[config.mk]
export PLATFORM = sky130hd
export DESIGN_NAME = irq_ctrl
export DESIGN_NICKNAME = d
export VERILOG_FILES = /design/src/rtl/irq_ctrl.sv
export SDC_FILE = /design/constraint.sdc
export NUM_CORES = 1
export LEC_CHECK = 0
export BUFFER_PORTS_ARGS = -buffer_cell sky130_fd_sc_hd__buf_4
export CORE_AREA = 2 2 75 48
export DETAILED_ROUTE_END_ITERATION = 8
export DIE_AREA = 0 0 77 50
export GPL_TIMING_DRIVEN = 0
export PLACE_DENSITY = 0.77
export REMOVE_ABC_BUFFERS = 1
export SYNTH_ARGS = -nofsm -noshare
export SYNTH_HDL_FRONTEND = slang
export SYNTH_SLANG_ARGS = --single-unit
[constraint.sdc]
create_clock -name clk -period 1.65 [get_ports clk]
set_clock_uncertainty 0.2 [all_clocks]
set_input_delay 0.2475 -clock clk [delete_from_list [all_inputs] [get_ports clk]]
set_output_delay 0.2475 -clock clk [all_outputs]
set_load 0.02 [all_outputs]
[src/rtl/irq_ctrl.sv]
module irq_ctrl #(
  parameter int AW = 4,
  parameter int SEQ_W = 3,
  parameter int CNT_W = 5,
  parameter logic [AW-1:0] ENA_ADDR = 4'h9,
  parameter logic [AW-1:0] STS_ADDR = 4'hA,
  localparam int DW = 8 + SEQ_W + CNT_W
) (
  input  logic             clk,
  input  logic             rst_n,
  input  logic [AW-1:0]    bus_addr,
  input  logic             bus_wr,
  input  logic             bus_rd,
  input  logic [DW-1:0]    bus_wdata,
  output logic [DW-1:0]    bus_rdata,
  input  logic             wdog_evt,
  input  logic             azero_evt,
  input  logic             cal_evt,
  input  logic             pause_evt,
  input  logic             lowsup_evt,
  input  logic             wake_evt,
  input  logic             seq_start,
  input  logic             seq_fetch,
  input  logic [SEQ_W-1:0] seq_addr,
  input  logic [CNT_W-1:0] fifo_cnt,
  output logic             irq
);

  logic [DW-1:0]    en_q;
  logic [7:0]       sts_q;
  logic             zero_seen_q;
  logic [CNT_W-1:0] cnt_prev_q;

  wire [SEQ_W-1:0] trig = en_q[8 +: SEQ_W];
  wire [CNT_W-1:0] thr  = en_q[8+SEQ_W +: CNT_W];

  wire zero_fetch = seq_fetch && (seq_addr == '0);
  wire first_zero = seq_start || !zero_seen_q;
  wire addr_hit   = seq_fetch && (seq_addr == trig) && !((trig == '0) && first_zero);
  wire fifo_hit   = (fifo_cnt == thr) && (cnt_prev_q != thr);

  wire [7:0] evt = {wake_evt, lowsup_evt, pause_evt, cal_evt,
                    azero_evt, fifo_hit, addr_hit, wdog_evt};

  wire rd_clr = bus_rd && (bus_addr == STS_ADDR);

  always_ff @(posedge clk or negedge rst_n) begin
    if (!rst_n) begin
      en_q        <= '0;
      sts_q       <= '0;
      zero_seen_q <= 1'b0;
      cnt_prev_q  <= '0;
    end else begin
      sts_q       <= (rd_clr ? 8'h00 : sts_q) | evt;
      cnt_prev_q  <= fifo_cnt;
      zero_seen_q <= seq_start ? zero_fetch : (zero_seen_q || zero_fetch);
      if (bus_wr && bus_addr == ENA_ADDR)
        en_q <= bus_wdata;
    end
  end

  always_comb begin
    bus_rdata = '0;
    if (bus_addr == ENA_ADDR)      bus_rdata = en_q;
    else if (bus_addr == STS_ADDR) bus_rdata = {fifo_cnt, seq_addr, sts_q};
  end

  assign irq = |(sts_q & en_q[7:0]);


  sticky_flags_chk: assert property (@(posedge clk) disable iff (!rst_n)
    !rd_clr |=> ((sts_q & $past(sts_q)) == $past(sts_q)));


  read_clear_chk: assert property (@(posedge clk) disable iff (!rst_n)
    rd_clr |=> ((sts_q & ~$past(evt)) == 8'h00));


  read_keeps_event_chk: assert property (@(posedge clk) disable iff (!rst_n)
    rd_clr |=> ((sts_q & $past(evt)) == $past(evt)));


  irq_gated_chk: assert property (@(posedge clk) disable iff (!rst_n)
    (en_q[7:0] == 8'h00) |-> !irq);


  fifo_once_chk: assert property (@(posedge clk) disable iff (!rst_n)
    ($stable(fifo_cnt) && $stable(en_q)) |-> !fifo_hit);

endmodule

==> impl_metrics.yaml, run 1 <==
floorplan:
  core_um2: 3160
  die_area_um2: 3850
  die_w_um: 77
  row_count: 16
  die_y_um: 50
  pin_count: 57
  initial_core_util: 0.459
sta:
  slew_headroom: 0.742
  tightest_slew_ns: 0.387
  finalSetupTns_ns: 0
  fin_crit_ns: 1.62
  setup_viol: 0
  max_freq_ghz: 0.617
  min_period_over_period: 0.982
  rsz0062_at_grt: "true"
  finalHoldViolCount: 0
  drv_slew: 0
  hold_ws_ns: 0.00730
synth:
  ys_seq_area_frac: 0.517
  postSynthAreaPerCell_um2: 13.3
  ys_types: 23
  synth_compound_area_frac: 0.173
  synth_simple_gate_area_share: 0.0568
  synthesis.area_um2: 1450
  synth_flop_cell: "dfrtp_1"
  synth-async-reset-ratio: 1.00
  synth_edf_count: 0
  syn_inst: 109
  ys_ff_latch: 30
  yosys_warnings: 0
  synth.area.mux_share: 0.150
  synth_top_family_by_area: "compound AO/OA/AOI/OAI gates"
  synth_fa_ha_area_frac: 0
  synth-xor-area-share: 0.0724
critical_path:
  critPathTopFamily: "flip-flops"
  start_kind: "flop"
  path_buf_inv: 1
  crit_fanout: 3
  crit_type: "reg -> out"
  cp.required_ns: 1.20
  max_stage_delay_ns: 0.41
  cpMaxStageDelayCell: "dfrtp_1"
  worstPathCellList: "a22oi_2, nand4_1, buf_6"
  cp_data_arrival_time_ns: 1.17
  worstSetupEndpointType: "output port"
cells_and_area:
  finalInstanceArea_um2: 2290
  fillers: 234
  layout-drive-gt1-share: 0.431
  diodes: 0
  layout_common_cells: "buf_4 (56), dfrtp_1 (30), dlygate4sd3_1 (27), a22o_1 (16), mux2_4 (10)"
  layout.nets: 237
  ff_latch_area_um2: 751
  final_cells: 242
  multi_input_comb_area_um2: 699
  final_common_cell: "buf_4"
  synthToLayoutAreaGrowth_pct: 57.8
clocking:
  cts_buffer_depth: 2
  cts_tree: "built"
  path_clk_slew_ns: 0.06
  cts_buffers: 5
  cts_sinks: 30
  htreeDepth: 2
  clock_latency_ns: 0.28
  clockRootBuffer: "clkbuf_8"
global_route:
  antenna_found_initial: 0
  overflow: 0
  met3_usage: 0.0751
  grt.busiest_layer: "met2"
  grt_pass1_wl_um: 5910
  grtUsageMet2: 0.323
  grtUsageMet1: 0.264
  grt_max_degree: 31
  grt_pass1_vias: 1289
  grt_use_total: 0.205
pwr:
  ir_drop_mv: 0.568
  power_density_nw_per_um2: 901
  power.leakage_nw: 1.08
drt:
  dr.pass1.iters: 4
  post_drt_wl_per_cell_um: 16.3
  drc: 0
  wirelength_um: 3940
  avgViaCountPerCell: 5.26
  vias: 1273
  dr.first_iter.drc_count: 54
  postRouteAntennaNets: 0
placement:
  gp_congestion: 0.764
  dpl_cell_area_um2: 1890
  port_buffers: 56
  dp_hpwl_um: 2340
  dp_cells: 205
job:
  max_cap_violations: 0
hold_path:
  hp-class: "in -> reg"
run_status:
  status: "finished, final reports clean"
-- what timing repair did --
item                       4_1_cts  5_1_grt
resized for setup                5        1
setup endpoints to repair       33       10
hold buffers                    27        0
setup buffers                    1        0
pin swaps                        3        2
hold endpoints to repair        54        0
cloned                           0        2
-- flip-flops by register name, summed over array words and instances, names as in the netlist --
name and flops:
cnt_prev_q 5, en_q 16, sts_q 8, zero_seen_q 1
-- power by group --
group	leakage [nW]	internal, W	switching (W)
clock	0.0383	0.000290	0.000257
sequential	0.345	0.000863	0.000134
combinational	0.700	0.000335	0.000186
-- cell families (layout without fill, tap and decap cells) --
| logic type | count (synthesis) | after routing |
|---|---|---|
| compound gates | 31 | 31 |
| flops | 30 | 30 |
| mux | 16 | 16 |
| simple gates | 13 | 15 |
| xor+xnor | 12 | 12 |
| buf+inv | 7 | 93 |
-- Yosys cell counts (2+ instances only) --
master	n	area (um^2)
buf_2	3	15.0
mux2_4	10	150
a22oi_1	4	30.0
nand3_1	2	10.0
mux2_2	6	67.6
buf_6	2	22.5
xnor2_1	7	61.3
xor2_1	5	43.8
o41ai_1	2	17.5
inv_1	2	7.51
dfrtp_1	30	751
a21oi_1	2	10.0
a22o_1	16	140
a21o_1	6	45.0
nand2_1	4	15.0
-- cell type report --
type,instances,area share
multi-input cells,74,0.305
flip-flops and latches,30,0.328
clock buffers,7,0.0333
inverters,2,0.00328
well taps,45,0.0246
repair buffers,84,0.306
-- worst paths after layout --
kind / start / endpoint / slack (ns) / depth (start not counted)
max reg2reg: en_q[13] / sts_q[2] / 0.26 / 3
min: bus_wdata[3] / en_q[3] / 0.007 / 2
max: en_q[7] / irq / 0.03 / 3
min reg2reg: zero_seen_q / zero_seen_q / 0.31 / 2
max in group asynchronous: rst_n / en_q[2] / 0.73 / 2
min in group asynchronous: rst_n / en_q[14] / 0.23 / 2
-- layer usage --
metal	wire, um	vias to the layer above	part of all wire
li1	-	587	-
met1	1790	622	0.45
met2	1770	58	0.45
met3	333	6	0.084
met4	40	0	0.010
met5	0	-	0
-- worst register-to-register path, stage by stage (launching register included) --
cell     delay (ns)
dfrtp_1        0.43
xnor2_1        0.19
nand3_1        0.09
o41ai_1        0.37
-- per-stage QoR --
step / total power (W) / utilization / setup slack, ns
after global routing: 0.00217 / 0.725 / -0.0159
after detailed placement: 0.00145 / 0.598 / -0.515
final: 0.00207 / 0.725 / 0.0299
after floorplan: 0.00126 / - / -0.0565
after global placement: 0.00143 / 0.598 / -0.490
after CTS: 0.00207 / 0.715 / -0.0150
Note: power is estimated with default switching activity, not from simulation.
==> run 2, diff against run 1 <==
--- a/config.mk
+++ b/config.mk
@@ -6,11 +6,13 @@
 export NUM_CORES = 1
 export LEC_CHECK = 0
 export BUFFER_PORTS_ARGS = -buffer_cell sky130_fd_sc_hd__buf_4
-export CORE_AREA = 2 2 75 48
+export CELL_PAD_IN_SITES_DETAIL_PLACEMENT = 1
+export CELL_PAD_IN_SITES_GLOBAL_PLACEMENT = 2
+export CORE_AREA = 2 2 93 59
 export DETAILED_ROUTE_END_ITERATION = 8
-export DIE_AREA = 0 0 77 50
+export DIE_AREA = 0 0 95 61
 export GPL_TIMING_DRIVEN = 0
-export PLACE_DENSITY = 0.77
+export PLACE_DENSITY_LB_ADDON = 0.1
 export REMOVE_ABC_BUFFERS = 1
 export SYNTH_ARGS = -nofsm -noshare
 export SYNTH_HDL_FRONTEND = slang
==> run 2 against run 1 <==
Critical path type unchanged. Hold slack better by 0.0039 ns. Non-clock buffer count grew 3. Clock-buffer cell count unchanged. Sequential share of layout area fell by 1.1 points.
==> impl_metrics.yaml, run 2 (synthesized netlist as in run 1, its figures left out) <==
floorplan:
  initial_core_util: 0.295
  pin_count: 57
  die_area_um2: 5800
  row_count: 20
  core_um2: 4930
  die_y_um: 61
  die_w_um: 95
clocking:
  path_clk_slew_ns: 0.06
  clock_latency_ns: 0.28
  cts_tree: "built"
  cts_buffers: 5
  htreeDepth: 2
  cts_buffer_depth: 2
  cts_sinks: 30
  clockRootBuffer: "clkbuf_8"
critical_path:
  cp_data_arrival_time_ns: 1.18
  reg2reg_from: "en_q[13]"
  r2r-end: "sts_q[2]"
  path_buf_inv: 1
  crit_fanout: 3
  max_stage_delay_ns: 0.40
  worstPathCellList: "a22oi_2, nand4_1, buf_4"
  cpMaxStageDelayCell: "dfrtp_1"
  critPathTopFamily: "flip-flops"
  start_kind: "flop"
  rr_worst_depth: 3
  rrSetupSlack_ns: 0.18
  worstSetupEndpointType: "output port"
  crit_type: "reg -> out"
  cp.required_ns: 1.20
cells_and_area:
  layout.nets: 239
  reg_top3: "en_q: 16 flops, sts_q: 8 flops, cnt_prev_q: 5 flops"
  diodes: 0
  layout_common_cells: "buf_4 (57), dfrtp_1 (30), dlygate4sd3_1 (29), a22o_1 (16), mux2_4 (10)"
  largest_reg_flops: 16
  synthToLayoutAreaGrowth_pct: 63.2
  final_common_cell: "buf_4"
  layout-drive-gt1-share: 0.445
  regMostFlops: "en_q"
drt:
  drc: 0
  post_drt_wl_per_cell_um: 16.8
  dr.pass1.iters: 4
  dr.first_iter.drc_count: 40
  wirelength_um: 4460
  avgViaCountPerCell: 4.71
  postRouteAntennaNets: 0
  vias: 1254
run_status:
  status: "finished, final reports clean"
placement:
  dp_hpwl_um: 2740
  port_buffers: 56
  gp_congestion: 0.719
global_route:
  grtUsageMet1: 0.230
  grt_pass1_vias: 1373
  grt_use_total: 0.170
  grt.busiest_layer: "met2"
  grtUsageMet2: 0.258
  grt_pass1_wl_um: 7010
  grt_max_degree: 31
  met3_usage: 0.0571
  antenna_found_initial: 0
  overflow: 0
sta:
  setup_viol: 0
  max_freq_ghz: 0.613
  rsz0062_at_grt: "true"
  finalSetupTns_ns: 0
  min_period_over_period: 0.989
  slew_headroom: 0.742
  tightest_slew_ns: 0.387
  drv_slew: 0
  hold_ws_ns: 0.0112
  fin_crit_ns: 1.63
  finalHoldViolCount: 0
pwr:
  clkPwrFrac: 0.286
  power.leakage_nw: 1.10
  comb_power_share: 0.249
  p_int_w: 0.00154
  power_switching_w: 0.000615
  swShare: 0.285
  p_total_w: 0.00216
  power_density_nw_per_um2: 911
  ir_drop_mv: 0.419
  seqPwrFrac: 0.465
hold_path:
  hold_path_depth: 2
  hp-class: "in -> reg"
  hold_end: "en_q[2]"
  hp-start: "bus_wdata[2]"
job:
  max_cap_violations: 0
-- run 2: cell types whose count changed in the layout (fill, tap and decap cells not counted), sizes merged --
cell,change
and4bb,-1
buf,+1
dlygate4sd3,+2
clkinv,+1
-- run 2: worst max path at each step --
stage                            from  endpoint  slack, ns  cells past startpoint
after global routing          en_q[6]       irq      -0.06                      3
after CTS                     en_q[6]       irq      0.003                      3
final                         en_q[6]       irq       0.02                      3
after global placement    bus_addr[2]   en_q[7]      -0.57                      4
after floorplan           bus_addr[2]   en_q[0]      -0.06                      3
after detailed placement  bus_addr[2]  en_q[13]      -0.58                      4
-- run 2: worst register-to-register path: stages (launching register included) --
cell	delay [ns]
dfrtp_1	0.42
xnor2_1	0.21
nand3_1	0.10
o41ai_1	0.41
-- run 2: final cells by class --
type                    count  area [um^2]
fillers                   527         2560
flip-flops and latches     30          751
repair buffers             87          738
multi-input cells          73          701
clock buffers               7         86.3
well taps                  66         82.6
inverters                   2         7.51
clock inverters             1         5.00
-- run 2: metal layers --
layer	vias up	wire length (um)
li1	593	-
met1	625	2130
met2	30	2070
met3	6	223
met4	0	41
met5	-	0
-- run 2: power groups by stage --
stage / logic, W / registers, W / clock network [W]
2_1_floorplan: 0.000295 / 0.000967 / 0
3_5_place_dp: 0.000463 / 0.00100 / 0
3_3_place_gp: 0.000455 / 0.000994 / 0
4_1_cts: 0.000537 / 0.000996 / 0.000633
6_report: 0.000538 / 0.00100 / 0.000617
5_1_grt: 0.000590 / 0.00103 / 0.000676
-- run 2: through the flow --
stage	worst slack, ns	cells	util	area, um^2
after global routing	-0.0551	266	0.481	2370
after detailed placement	-0.582	226	0.389	1920
final	0.0187	266	0.481	2370
after floorplan	-0.0565	104	-	1420
after CTS	0.00313	265	0.477	2350
after global placement	-0.565	226	0.389	1920
-- run 2: repair_timing --
| action | 4_1_cts | 5_1_grt |
|---|---|---|
| gates cloned | 1 | 0 |
| setup endpoints to repair | 33 | 9 |
| hold endpoints to repair | 56 | 0 |
| pin swaps | 2 | 0 |
| setup buffers | 1 | 1 |
| hold buffers | 29 | 0 |
| resized for setup | 5 | 3 |
==> run 3, diff against run 2 <==
--- a/config.mk
+++ b/config.mk
@@ -8,9 +8,10 @@
 export BUFFER_PORTS_ARGS = -buffer_cell sky130_fd_sc_hd__buf_4
 export CELL_PAD_IN_SITES_DETAIL_PLACEMENT = 1
 export CELL_PAD_IN_SITES_GLOBAL_PLACEMENT = 2
-export CORE_AREA = 2 2 93 59
+export CORE_AREA = 2 2 92 59
+export CTS_BUF_LIST = sky130_fd_sc_hd__clkbuf_4 sky130_fd_sc_hd__clkbuf_8
 export DETAILED_ROUTE_END_ITERATION = 8
-export DIE_AREA = 0 0 95 61
+export DIE_AREA = 0 0 94 61
 export GPL_TIMING_DRIVEN = 0
 export PLACE_DENSITY_LB_ADDON = 0.1
 export REMOVE_ABC_BUFFERS = 1
==> run 3 against run 2 <==
The flow now finishes with violations (negative setup slack). Utilization grew 0.85 points. Largest cell class is now buffers. Clock power is 1% higher. Setup slack lost 0.024 ns. Combinational power barely moved. Global-route usage is 1.1 points lower. Sequential share of layout area shrank 0.23 points. Critical path type unchanged.
==> impl_metrics.yaml, run 3 (synthesized netlist as in run 1, its figures left out) <==
sta:
  slew_headroom: 0.732
  finalHoldViolCount: 0
  min_period_over_period: 1.00
  fin_crit_ns: 1.66
  fin_ws_ns: -0.00533
  setup_viol: 1
  max_freq_ghz: 0.604
  rsz0062_at_grt: "true"
  drv_slew: 0
  finalSetupTns_ns: -0.00533
  tightest_slew_ns: 0.403
clocking:
  htreeDepth: 2
  cts_sinks: 30
  cts_buffers: 5
  clock_latency_ns: 0.27
  path_clk_slew_ns: 0.06
  clockRootBuffer: "clkbuf_8"
  cts_buffer_depth: 2
  cts_tree: "built"
drt:
  post_drt_wl_per_cell_um: 15.9
  avgViaCountPerCell: 4.69
  drc: 0
  postRouteAntennaNets: 0
  wirelength_um: 4260
  dr.first_iter.drc_count: 24
  dr.pass1.iters: 4
  vias: 1258
global_route:
  grt_pass1_vias: 1313
  overflow: 0
  antenna_found_initial: 0
  grt_pass1_wl_um: 6670
  grt_max_degree: 31
  grt_use_total: 0.159
cells_and_area:
  diodes: 0
  largest_reg_flops: 16
  layout-drive-gt1-share: 0.450
  layout_common_cells: "buf_4 (57), dfrtp_1 (30), dlygate4sd3_1 (29), a22o_1 (16), mux2_4 (10)"
  layout.nets: 241
  finalInstanceArea_um2: 2390
  reg_top3: "en_q: 16 flops, sts_q: 8 flops, cnt_prev_q: 5 flops"
  final_cells: 268
  synthToLayoutAreaGrowth_pct: 64.4
  regMostFlops: "en_q"
  final_common_cell: "buf_4"
critical_path:
  cpMaxStageDelayCell: "dfrtp_1"
  rrSetupSlack_ns: 0.27
  crit_fanout: 3
  worstSetupEndpointType: "output port"
  crit_type: "reg -> out"
  cp.required_ns: 1.20
  crit_start: "sts_q[7]"
  worstPathCellList: "a22oi_2, nand4_1, buf_4"
  start_kind: "flop"
  cp_data_arrival_time_ns: 1.21
  max_stage_delay_ns: 0.41
  reg2reg_from: "en_q[12]"
placement:
  port_buffers: 56
  dpl_cell_area_um2: 1920
  dp_hpwl_um: 2620
  gp_congestion: 0.659
  dp_cells: 226
  dp_slack_ns: -0.590
floorplan:
  die_y_um: 61
  core_um2: 4880
  row_count: 20
  die_w_um: 94
  pin_count: 57
  initial_core_util: 0.298
  die_area_um2: 5730
job:
  max_cap_violations: 0
hold_path:
  hp-class: "in -> reg"
  hp-start: "bus_wdata[1]"
pwr:
  power_density_nw_per_um2: 906
  power.leakage_nw: 1.12
  ir_drop_mv: 0.332
run_status:
  status: "complete, but fails checks"
  violations: "negative setup slack"
## run 3: cell types whose count changed in the layout (fill, tap and decap cells not counted), sizes merged
cell	change
buf	+2
## run 3: cell type report
class	count	area (um^2)
Multi-Input combinational cell	73	692
Inverter	2	7.51
Tap cell	66	82.6
Fill cell	529	2490
Timing Repair Buffer	89	761
Clock inverter	1	5.00
Clock buffer	7	90.1
Sequential cell	30	751
## run 3: final timing paths
kind                               endpoint  cells after the start
worst max-delay path                    irq                      3
worst min-delay path                en_q[1]                      2
worst max register to register     sts_q[2]                      3
worst min register to register  zero_seen_q                      2
max in group asynchronous           en_q[8]                      2
min in group asynchronous           en_q[3]                      2
## run 3: what timing repair did
item | CTS | global route
setup endpoints to repair | 33 | 2
cloned | 1 | 0
hold buffers | 26 | 3
resized for setup | 5 | 3
buffers inserted | 3 | 1
pin swaps | 3 | 0
hold endpoints to repair | 53 | 3
## run 3: where the power goes
| group | leakage (nW) | internal (W) | total, W | switching, W |
|---|---|---|---|---|
| Sequential | 0.345 | 0.000863 | 0.000999 | 0.000136 |
| Clock | 0.0517 | 0.000352 | 0.000623 | 0.000271 |
| Combinational | 0.722 | 0.000349 | 0.000541 | 0.000192 |
| Total | 1.12 | 0.00156 | 0.00216 | 0.000599 |
## run 3: routing by layer
metal / wire length, um / GRT usage / up-vias
li1: - / - / 593
met1: 2000 / 0.198 / 636
met2: 2030 / 0.267 / 25
met3: 208 / 0.0559 / 4
met4: 25 / 0.0435 / 0
met5: 0 / 0 / -
## run 3: stage by stage
stage / utilization / total power [W] / hold slack, ns
5_1_grt: 0.489 / 0.00230 / 0.00232
2_1_floorplan: - / 0.00126 / -0.248
3_3_place_gp: 0.393 / 0.00145 / 0.00185
4_1_cts: 0.479 / 0.00217 / 0.000316
3_5_place_dp: 0.393 / 0.00147 / 0.00399
6_report: 0.489 / 0.00216 / 0.00415
## run 3: critical path, delay by kind of cell, from the launching register on
| family | cells | cell delay [ns] |
|---|---|---|
| compound gates | 1 | 0.23 |
| buf+inv | 1 | 0.18 |
| flops | 1 | 0.41 |
| simple gates | 1 | 0.11 |
